--- config.mk ---
export PLATFORM = sky130hd
export DESIGN_NAME = pkt_regbank
export DESIGN_NICKNAME = d
export VERILOG_FILES = /design/src/rtl/pktreg_pkg.sv /design/src/rtl/pkt_collector.sv /design/src/rtl/reg_bank.sv /design/src/rtl/reply_tx.sv /design/src/rtl/pkt_regbank.sv
export SDC_FILE = /design/constraint.sdc
export NUM_CORES = 1
export LEC_CHECK = 0
export BUFFER_PORTS_ARGS = -buffer_cell sky130_fd_sc_hd__buf_4
export CAP_MARGIN = 10
export CORE_MARGIN = 8
export CORE_UTILIZATION = 55
export DETAILED_ROUTE_END_ITERATION = 7
export PLACE_DENSITY = 0.76
export RECOVER_POWER = 25
export SKIP_CTS_REPAIR_TIMING = 1
export SLEW_MARGIN = 20
export SYNTH_ARGS = -nofsm -noshare
export SYNTH_HDL_FRONTEND = slang
export SYNTH_SLANG_ARGS = --single-unit
--- constraint.sdc ---
create_clock -name clk -period 4.2 [get_ports clk]
set_input_delay 0.84 -clock clk [delete_from_list [all_inputs] [get_ports clk]]
set_output_delay 0.84 -clock clk [all_outputs]
set_load 0.02 [all_outputs]
--- src/rtl/pktreg_pkg.sv ---
package pktreg_pkg;
  localparam int BYTE_W = 8;
  localparam int CMD_W  = 4;
  localparam int ADDR_W = 12;
  localparam int DATA_W = 16;
  localparam int PKT_W  = CMD_W + ADDR_W + DATA_W;
  localparam int PKT_BYTES = PKT_W / BYTE_W;

  localparam logic [CMD_W-1:0] CMD_WRITE = 4'h1;
  localparam logic [CMD_W-1:0] CMD_READ  = 4'h2;

  localparam logic [ADDR_W-1:0] ADR_CTRL     = 12'h001;
  localparam logic [ADDR_W-1:0] ADR_CLK_RB   = 12'h002;
  localparam logic [ADDR_W-1:0] ADR_STATUS   = 12'h003;
  localparam logic [ADDR_W-1:0] ADR_CLK_BASE = 12'h010;

  typedef struct packed {
    logic [CMD_W-1:0]  cmd;
    logic [ADDR_W-1:0] addr;
    logic [DATA_W-1:0] data;
  } pkt_t;
endpackage

--- src/rtl/pkt_collector.sv ---
module pkt_collector
  import pktreg_pkg::*;
#(
  parameter int BYTES = PKT_BYTES
) (
  input  logic              clk,
  input  logic              rst,
  input  logic              abort_i,
  input  logic              in_valid,
  input  logic              in_ready,
  input  logic [BYTE_W-1:0] in_byte,
  output logic              pkt_vld,
  output pkt_t              pkt
);
  localparam int CW = (BYTES > 1) ? $clog2(BYTES) : 1;
  localparam logic [CW-1:0] LAST = CW'(BYTES - 1);

  logic [CW-1:0]             cnt;
  logic [BYTES*BYTE_W-1:0]   acc;
  logic                      take;

  assign take = in_valid && in_ready && !abort_i;

  always_ff @(posedge clk) begin
    if (rst || abort_i) begin
      cnt     <= '0;
      pkt_vld <= 1'b0;
    end else begin
      pkt_vld <= take && (cnt == LAST);
      if (take) cnt <= (cnt == LAST) ? '0 : cnt + 1'b1;
    end
  end

  // byte k lands at bits 8k+7:8k, so byte 0 is the low data byte
  always_ff @(posedge clk) begin
    if (take) acc[cnt*BYTE_W +: BYTE_W] <= in_byte;
  end

  assign pkt = pkt_t'(acc);
endmodule

--- src/rtl/reg_bank.sv ---
module reg_bank
  import pktreg_pkg::*;
#(
  parameter int              NUM_CLK    = 25,
  parameter logic [DATA_W-1:0] FW_VERSION = 16'h0107
) (
  input  logic                      clk,
  input  logic                      rst,
  input  logic                      pkt_vld,
  input  pkt_t                      pkt,
  input  logic [DATA_W-1:0]         clk_rb_i,
  input  logic [DATA_W-1:0]         status_i,
  output logic [DATA_W-1:0]         board_ctrl_o,
  output logic [NUM_CLK*DATA_W-1:0] clk_regs_o,
  output logic [DATA_W-1:0]         rd_data
);
  logic              wr_en;
  logic [DATA_W-1:0] clk_q [NUM_CLK];

  assign wr_en = pkt_vld && (pkt.cmd == CMD_WRITE);

  always_ff @(posedge clk) begin
    if (rst) board_ctrl_o <= '0;
    else if (wr_en && pkt.addr == ADR_CTRL) board_ctrl_o <= pkt.data;
  end

  for (genvar k = 0; k < NUM_CLK; k++) begin : g_clk
    localparam logic [ADDR_W-1:0] MY_ADR = ADR_CLK_BASE + ADDR_W'(k);
    always_ff @(posedge clk) begin
      if (rst) clk_q[k] <= '0;
      else if (wr_en && pkt.addr == MY_ADR) clk_q[k] <= pkt.data;
    end
    assign clk_regs_o[k*DATA_W +: DATA_W] = clk_q[k];
  end

  always_comb begin
    rd_data = '0;
    case (pkt.addr)
      ADR_CTRL:   rd_data = FW_VERSION;
      ADR_CLK_RB: rd_data = clk_rb_i;
      ADR_STATUS: rd_data = status_i;
      default:    rd_data = '0;
    endcase
    for (int k = 0; k < NUM_CLK; k++) begin
      if (pkt.addr == ADR_CLK_BASE + ADDR_W'(k)) rd_data = clk_q[k];
    end
  end
endmodule

--- src/rtl/reply_tx.sv ---
module reply_tx
  import pktreg_pkg::*;
#(
  parameter int BYTES = PKT_BYTES
) (
  input  logic                    clk,
  input  logic                    rst,
  input  logic                    load,
  input  logic [BYTES*BYTE_W-1:0] load_pkt,
  input  logic                    out_ready,
  output logic                    out_valid,
  output logic [BYTE_W-1:0]       out_byte
);
  localparam int LW = $clog2(BYTES + 1);

  logic [BYTES*BYTE_W-1:0] sh;
  logic [LW-1:0]           left;

  assign out_valid = (left != '0);
  assign out_byte  = sh[BYTE_W-1:0];

  always_ff @(posedge clk) begin
    if (rst) begin
      left <= '0;
      sh   <= '0;
    end else if (load && !out_valid) begin
      sh   <= load_pkt;
      left <= LW'(BYTES);
    end else if (out_valid && out_ready) begin
      sh   <= sh >> BYTE_W;
      left <= left - 1'b1;
    end
  end
endmodule

--- src/rtl/pkt_regbank.sv ---
module pkt_regbank
  import pktreg_pkg::*;
#(
  parameter int                NUM_CLK    = 25,
  parameter logic [DATA_W-1:0] FW_VERSION = 16'h0107
) (
  input  logic                      clk,
  input  logic                      rst,
  input  logic                      abort_i,
  input  logic                      rx_valid_i,
  output logic                      rx_ready_o,
  input  logic [BYTE_W-1:0]         rx_byte_i,
  output logic                      tx_valid_o,
  input  logic                      tx_ready_i,
  output logic [BYTE_W-1:0]         tx_byte_o,
  input  logic [DATA_W-1:0]         clk_rb_i,
  input  logic [DATA_W-1:0]         status_i,
  output logic [DATA_W-1:0]         board_ctrl_o,
  output logic [NUM_CLK*DATA_W-1:0] clk_regs_o
);
  logic              pkt_vld;
  pkt_t              pkt_q;
  logic [CMD_W-1:0]  pkt_cmd;
  logic [ADDR_W-1:0] pkt_addr;
  logic [DATA_W-1:0] rd_data;
  logic              rd_go;
  pkt_t              reply;

  assign pkt_cmd    = pkt_q.cmd;
  assign pkt_addr   = pkt_q.addr;
  assign rx_ready_o = !tx_valid_o && !pkt_vld;
  assign rd_go      = pkt_vld && (pkt_cmd == CMD_READ);

  always_comb begin
    reply.cmd  = pkt_cmd;
    reply.addr = pkt_addr;
    reply.data = rd_data;
  end

  pkt_collector #(.BYTES(PKT_BYTES)) u_col (
    .clk      (clk),
    .rst      (rst),
    .abort_i  (abort_i),
    .in_valid (rx_valid_i),
    .in_ready (rx_ready_o),
    .in_byte  (rx_byte_i),
    .pkt_vld  (pkt_vld),
    .pkt      (pkt_q)
  );

  reg_bank #(.NUM_CLK(NUM_CLK), .FW_VERSION(FW_VERSION)) u_bank (
    .clk          (clk),
    .rst          (rst),
    .pkt_vld      (pkt_vld),
    .pkt          (pkt_q),
    .clk_rb_i     (clk_rb_i),
    .status_i     (status_i),
    .board_ctrl_o (board_ctrl_o),
    .clk_regs_o   (clk_regs_o),
    .rd_data      (rd_data)
  );

  reply_tx #(.BYTES(PKT_BYTES)) u_tx (
    .clk       (clk),
    .rst       (rst),
    .load      (rd_go),
    .load_pkt  (reply),
    .out_ready (tx_ready_i),
    .out_valid (tx_valid_o),
    .out_byte  (tx_byte_o)
  );
endmodule

==> flow_metrics.py, run 1 <==
metrics = {
    "run_status": {
        "status": "completed",
    },
    "setup_path": {
        "rrSetupSlack_ps": 320,
        "endpoint_kind": "flip-flop",
        "crit_arrival_ps": 4400,
        "cpMaxStageDelayCell": "or4_1",
        "cp_cell_sequence": "or4_4 -> or4_1 -> o211a_1 -> a2111oi_0 -> a21oi_1 -> o2bb2ai_1",
        "r2r_start": "u_col.pkt[25]",
        "crit_path_max_fanout": 24,
        "worstRegToRegCells": 6,
        "crit_type": "flip-flop to flip-flop",
        "slowest_delay_ps": 910,
        "r2r_end": "u_tx.sh[1]",
        "worstPathRequired_ps": 4720,
        "startpoint_type": "flip-flop",
    },
    "synth": {
        "synth_top_flop_cell": "edfxtp_1",
        "yosysSeqAreaShare": 0.6198,
        "syn_area_um2": 22670,
        "syn-num-nets": 1958,
        "ys_top_cells_by_area": "edfxtp_1 (57%), and2_1 (12%), dfxtp_1 (4.8%)",
        "ys_ff_latch": 486,
        "ys_types": 84,
        "yosys.area.top_type": "edfxtp_1",
        "syn_inst": 1905,
        "yosysWarnings": 0,
        "synthArstFlopShare": 0,
        "synth.avg_cell_area_um2": 11.90,
        "synth_most_common_cell": "and2_1",
        "ys_top_cells_by_count": "and2_1 (437), edfxtp_1 (432), clkbuf_1 (127)",
        "netlist.area_leader.share": 0.5721,
        "synth_edf_count": 432,
    },
    "clock_tree": {
        "worstSkewPairLatency_ps": 610,
        "cts-root-buf": "clkbuf_16",
        "htreeDepth": 2,
        "cts_sinks": 486,
        "cts_buffer_depth": 3,
        "cts_made_buffers": 49,
        "cts_tree": "built",
        "clk_pin_slew_worst_paths_ps": 60,
    },
    "floorplanning": {
        "coreArea_um2": 40740,
        "dieArea_um2": 47980,
        "num_rows": 74,
        "initial_core_util": 0.5566,
        "die_y_um": 219.0,
        "fp.dieW_um": 219.0,
        "io_pins": 471,
    },
    "cells_and_area": {
        "syn_to_final_growth_pct": 20.44,
        "multiInputGateArea_um2": 7886,
        "seq_area_um2": 14050,
        "drive_gt1_frac": 0.1544,
        "final_area_um2": 27310,
        "nNetsFinal": 2404,
        "fillers": 3344,
    },
    "global_routing": {
        "grt_pass1_wl_mm": 132.0,
        "grt_overflow": 0,
        "antenna_found_initial": 4,
        "grt_max_degree": 50,
        "grt_pass1_vias": 19000,
        "grtUsageTotal": 0.3790,
    },
    "sta": {
        "finalCritPeriodShare": 0.9246,
        "drv_slew": 0,
        "max_slew_margin": 0.1629,
        "worst-slew-pin-transition_ps": 1256,
        "fin_skew_ps": 30.48,
        "setup_viol": 0,
        "grt_setup_unrepaired": "false",
        "period_minus_slack_ps": 3883,
        "tns_ps": 0,
        "finalHoldViolations": 0,
        "maxClockFrequency_ghz": 0.2575,
    },
    "power_and_ir_drop": {
        "power_density_nw_per_um2": 412.2,
        "p_leak_uw": 0.01012,
        "ir_drop_mv": 0.3420,
        "power_uw": 11260,
    },
    "route": {
        "wl_mm": 93.70,
        "firstDrtPassIters": 7,
        "post_drt_wl_per_cell_um": 32.04,
        "vias_per_cell": 6.617,
        "ant_nets": 0,
        "route.detailed.drc": 0,
        "vias": 19350,
        "drt_iter0_drc": 2913,
    },
    "worst_hold_path": {
        "whs_endpoint": "u_col.cnt[1]",
        "worstHoldStart": "abort_i",
        "min_path_cells": 2,
        "holdCritPathClass": "input pin to flip-flop",
    },
    "place": {
        "place_area_um2": 26890,
        "portBuffers": 470,
        "gp_congestion": 0.9910,
        "dp_hpwl_mm": 68.44,
    },
    "job": {
        "cap_violations": 0,
    },
}
[metrics by stage]
| step | utilization | instances | setup WS, ps | hold slack (ps) |
|---|---|---|---|---|
| after CTS | 0.7002 | 2922 | 398.6 | 407.9 |
| final | 0.6703 | 2924 | 316.5 | 430.4 |
| after global routing | 0.6703 | 2923 | 289.3 | 414.3 |
| after floorplan | - | 1905 | 596.8 | 436.0 |
| after detailed placement | 0.6601 | 2832 | 447.8 | 451.5 |
| after global placement | 0.6594 | 2831 | 497.9 | 442.3 |
[final cells by class]
cell class | instances | area share
multi-input combinational | 1240 | 0.2888
antenna | 2 | 0.0001833
tap | 532 | 0.02437
inverter | 13 | 0.001787
clock inverter | 36 | 0.01269
sequential | 486 | 0.5146
clock buffer | 54 | 0.04715
timing repair buffer | 561 | 0.1104
[power by group]
group	internal, µW	switching [µW]
logic	302	776
clock network	2590	1910
registers	5440	239
total	8330	2930
[worst max-delay path, delay by kind of cell (launching register included)]
| kind | cells | cell delay [ps] |
|---|---|---|
| compound gates | 4 | 1620 |
| simple gates | 2 | 1700 |
| flops | 1 | 460 |
[how the worst max path moves through the flow]
stage | slack, ps | from | end
finish | 320 | u_col.pkt[25] | u_tx.sh[1]
CTS | 400 | u_col.pkt[25] | u_tx.sh[1]
detailed placement | 450 | u_col.pkt[25] | u_tx.sh[1]
global route | 290 | u_col.pkt[25] | u_tx.sh[1]
global placement | 500 | u_col.pkt[25] | u_tx.sh[1]
floorplan | 600 | u_col.pkt[23] | u_bank.clk_q[0][16]
[layer usage]
| metal | wire length [µm] | GRT usage |
|---|---|---|
| met2 | 43050 | 0.5989 |
| met3 | 13310 | 0.1055 |
| met1 | 31870 | 0.4792 |
| met4 | 5468 | 0.1842 |
| met5 | 0 | 0 |
[layout by cell type (no fill, tap or decap), types with 32 or more instances in the layout]
master,synthesis,final
nor2_1,84,84
buf_4,10,236
nand2_1,119,119
a21oi_1,81,81
dfxtp_1,54,54
and2_1,437,437
o22ai_1,45,45
mux2i_1,32,32
clkbuf_16,0,51
o21ai_0,85,62
edfxtp_1,432,432
clkbuf_1,127,327
[cell families (layout without fill, tap and decap cells)]
group / Yosys count / in the layout / synth area share
and+or+nand+nor: 787 / 787 / 0.2003
DFF: 486 / 486 / 0.6198
AOI/OAI and AO/OA: 397 / 397 / 0.1190
buffers and inverters: 179 / 664 / 0.03355
muxes: 47 / 47 / 0.02257
adders and majority gates: 8 / 8 / 0.004415
xor gates and xnor gates: 1 / 1 / 0.0003863
other: 0 / 2 / 0
[sequential cells by signal (all words and copies together), names as in the netlist]
name and flops:
u_tx.sh 32, u_bank.board_ctrl_o 16, u_bank.clk_q 400, u_col.pkt 32, u_col.pkt_vld 1, u_tx.left 3
u_col.cnt 2
Note: power is estimated with default switching activity, not from simulation.
==> inputs of run 2 (changes only) <==
--- a/config.mk
+++ b/config.mk
@@ -9,6 +9,7 @@
 export CAP_MARGIN = 10
 export CORE_MARGIN = 8
 export CORE_UTILIZATION = 55
+export CTS_BUF_LIST = sky130_fd_sc_hd__clkbuf_16
 export DETAILED_ROUTE_END_ITERATION = 7
 export PLACE_DENSITY = 0.76
 export RECOVER_POWER = 25
==> run 2 against run 1 <==
Against the previous run: clock-buffer cell count shrank 3; power is essentially flat; clock power is essentially flat; clock skew grew 0.95 ps.
==> flow_metrics.py, run 2 (synthesis gave the netlist of run 1 again) <==
metrics = {
    "route": {
        "route.detailed.drc": 0,
        "vias_per_cell": 6.600,
        "vias": 19290,
        "wl_mm": 93.77,
        "drt_iter0_drc": 2906,
        "firstDrtPassIters": 7,
        "post_drt_wl_per_cell_um": 32.08,
        "ant_nets": 0,
    },
    "place": {
        "placed_cells": 2832,
        "preCtsSetupSlack_ps": 447.8,
        "portBuffers": 470,
        "dp_hpwl_mm": 68.44,
        "gp_congestion": 0.9910,
    },
    "sta": {
        "grt_setup_unrepaired": "false",
        "period_minus_slack_ps": 3911,
        "setup_viol": 0,
        "maxClockFrequency_ghz": 0.2557,
        "finalHoldViolations": 0,
        "finalCritPeriodShare": 0.9312,
        "max_slew_margin": 0.1562,
        "fin_skew_ps": 31.43,
        "tns_ps": 0,
        "drv_slew": 0,
        "setup_ws_ps": 289.0,
        "worst-slew-pin-transition_ps": 1266,
    },
    "power_and_ir_drop": {
        "p_sw_uw": 2934,
        "power_density_nw_per_um2": 412.1,
        "pwr-share-clk": 0.400,
        "p_leak_uw": 0.01013,
        "combPwrFrac": 0.096,
        "swShare": 0.2607,
        "ir_drop_mv": 0.3423,
        "power_frac_seq": 0.504,
        "p_int_uw": 8320,
    },
    "cells_and_area": {
        "stdcell_count": 2923,
        "largest_reg_flops": 400,
        "final_common_cell": "and2_1",
        "drive_gt1_frac": 0.1544,
        "nNetsFinal": 2404,
        "largest-register": "u_bank.clk_q",
        "syn_to_final_growth_pct": 20.43,
        "layout_common_cells": "and2_1 (437), edfxtp_1 (432), clkbuf_1 (324)",
        "fillers": 3345,
    },
    "global_routing": {
        "grt_overflow": 0,
        "antenna_found_initial": 4,
        "grtUsageTotal": 0.3790,
        "grt_pass1_wl_mm": 132.0,
        "grt_pass1_vias": 19000,
        "grt_max_degree": 50,
    },
    "floorplanning": {
        "num_rows": 74,
        "dieArea_um2": 47980,
        "die_y_um": 219.0,
        "io_pins": 471,
        "fp.dieW_um": 219.0,
        "coreArea_um2": 40740,
        "initial_core_util": 0.5566,
    },
    "clock_tree": {
        "cts_tree": "built",
        "cts-root-buf": "clkbuf_16",
        "clk_pin_slew_worst_paths_ps": 60,
        "worstSkewPairLatency_ps": 610,
        "htreeDepth": 2,
        "cts_buffer_depth": 3,
        "cts_sinks": 486,
        "cts_made_buffers": 49,
    },
    "setup_path": {
        "crit_arrival_ps": 4430,
        "endpoint_kind": "flip-flop",
        "crit_type": "flip-flop to flip-flop",
        "crit_path_max_fanout": 24,
        "worstPathRequired_ps": 4720,
        "worstRegToRegCells": 6,
        "startpoint_type": "flip-flop",
    },
    "worst_hold_path": {
        "min_path_cells": 2,
        "holdCritPathClass": "input pin to flip-flop",
    },
    "run_status": {
        "status": "completed",
    },
    "job": {
        "cap_violations": 0,
    },
}
-- run 2: changes by cell type in the layout (fill, tap and decap cells not counted) --
cell,change
diode_2,-1
inv_1,+3
clkbuf_1,-3
-- run 2: power groups by stage --
stage / Clock, µW / Sequential (µW) / Combinational [µW]
2_1_floorplan: 0 / 5810 / 418
3_3_place_gp: 0 / 5770 / 1120
3_5_place_dp: 0 / 5760 / 1150
4_1_cts: 4490 / 5660 / 1160
5_1_grt: 4650 / 5670 / 1130
6_report: 4500 / 5680 / 1080
-- run 2: final cells by class --
class / count / area (µm²) / share of cell area
repair buffers: 561 / 3015 / 0.1104
multi-input cells: 1240 / 7886 / 0.2888
well taps: 532 / 665.6 / 0.02438
inverters: 13 / 48.80 / 0.001787
clock inverters: 39 / 357.8 / 0.01310
diodes: 1 / 2.502 / 0.00009164
flip-flops and latches: 486 / 14050 / 0.5147
clock buffers: 51 / 1276 / 0.04674
-- run 2: final timing paths --
check                start      endpoint  slack [ps]
max reg2reg  u_col.pkt[25]    u_tx.sh[1]         290
min reg2reg    u_tx.sh[22]   u_tx.sh[22]         460
max          u_col.pkt[25]    u_tx.sh[1]         290
min                abort_i  u_col.cnt[1]         430
-- run 2: routing by layer --
metal | part of all wire | routed length (µm) | global-route usage
met4 | 0.059 | 5488 | 0.1842
met3 | 0.14 | 13040 | 0.1055
met5 | 0 | 0 | 0
met1 | 0.34 | 32190 | 0.4792
met2 | 0.46 | 43050 | 0.5989
-- run 2: through the flow --
stage	utilization	power, µW	area [µm²]	hold WS (ps)
5_1_grt	0.6703	11450	27310	414.3
4_1_cts	0.7002	11310	28520	407.9
2_1_floorplan	-	6230	22670	436.0
3_3_place_gp	0.6594	6891	26860	442.3
6_report	0.6703	11250	27310	430.7
3_5_place_dp	0.6601	6913	26890	451.5
-- run 2: worst max-delay path: stages, from the launching register on --
cell,delay [ps]
edfxtp_1,460
or4_4,790
or4_1,920
o211a_1,380
a2111oi_0,740
a21oi_1,290
o2bb2ai_1,220
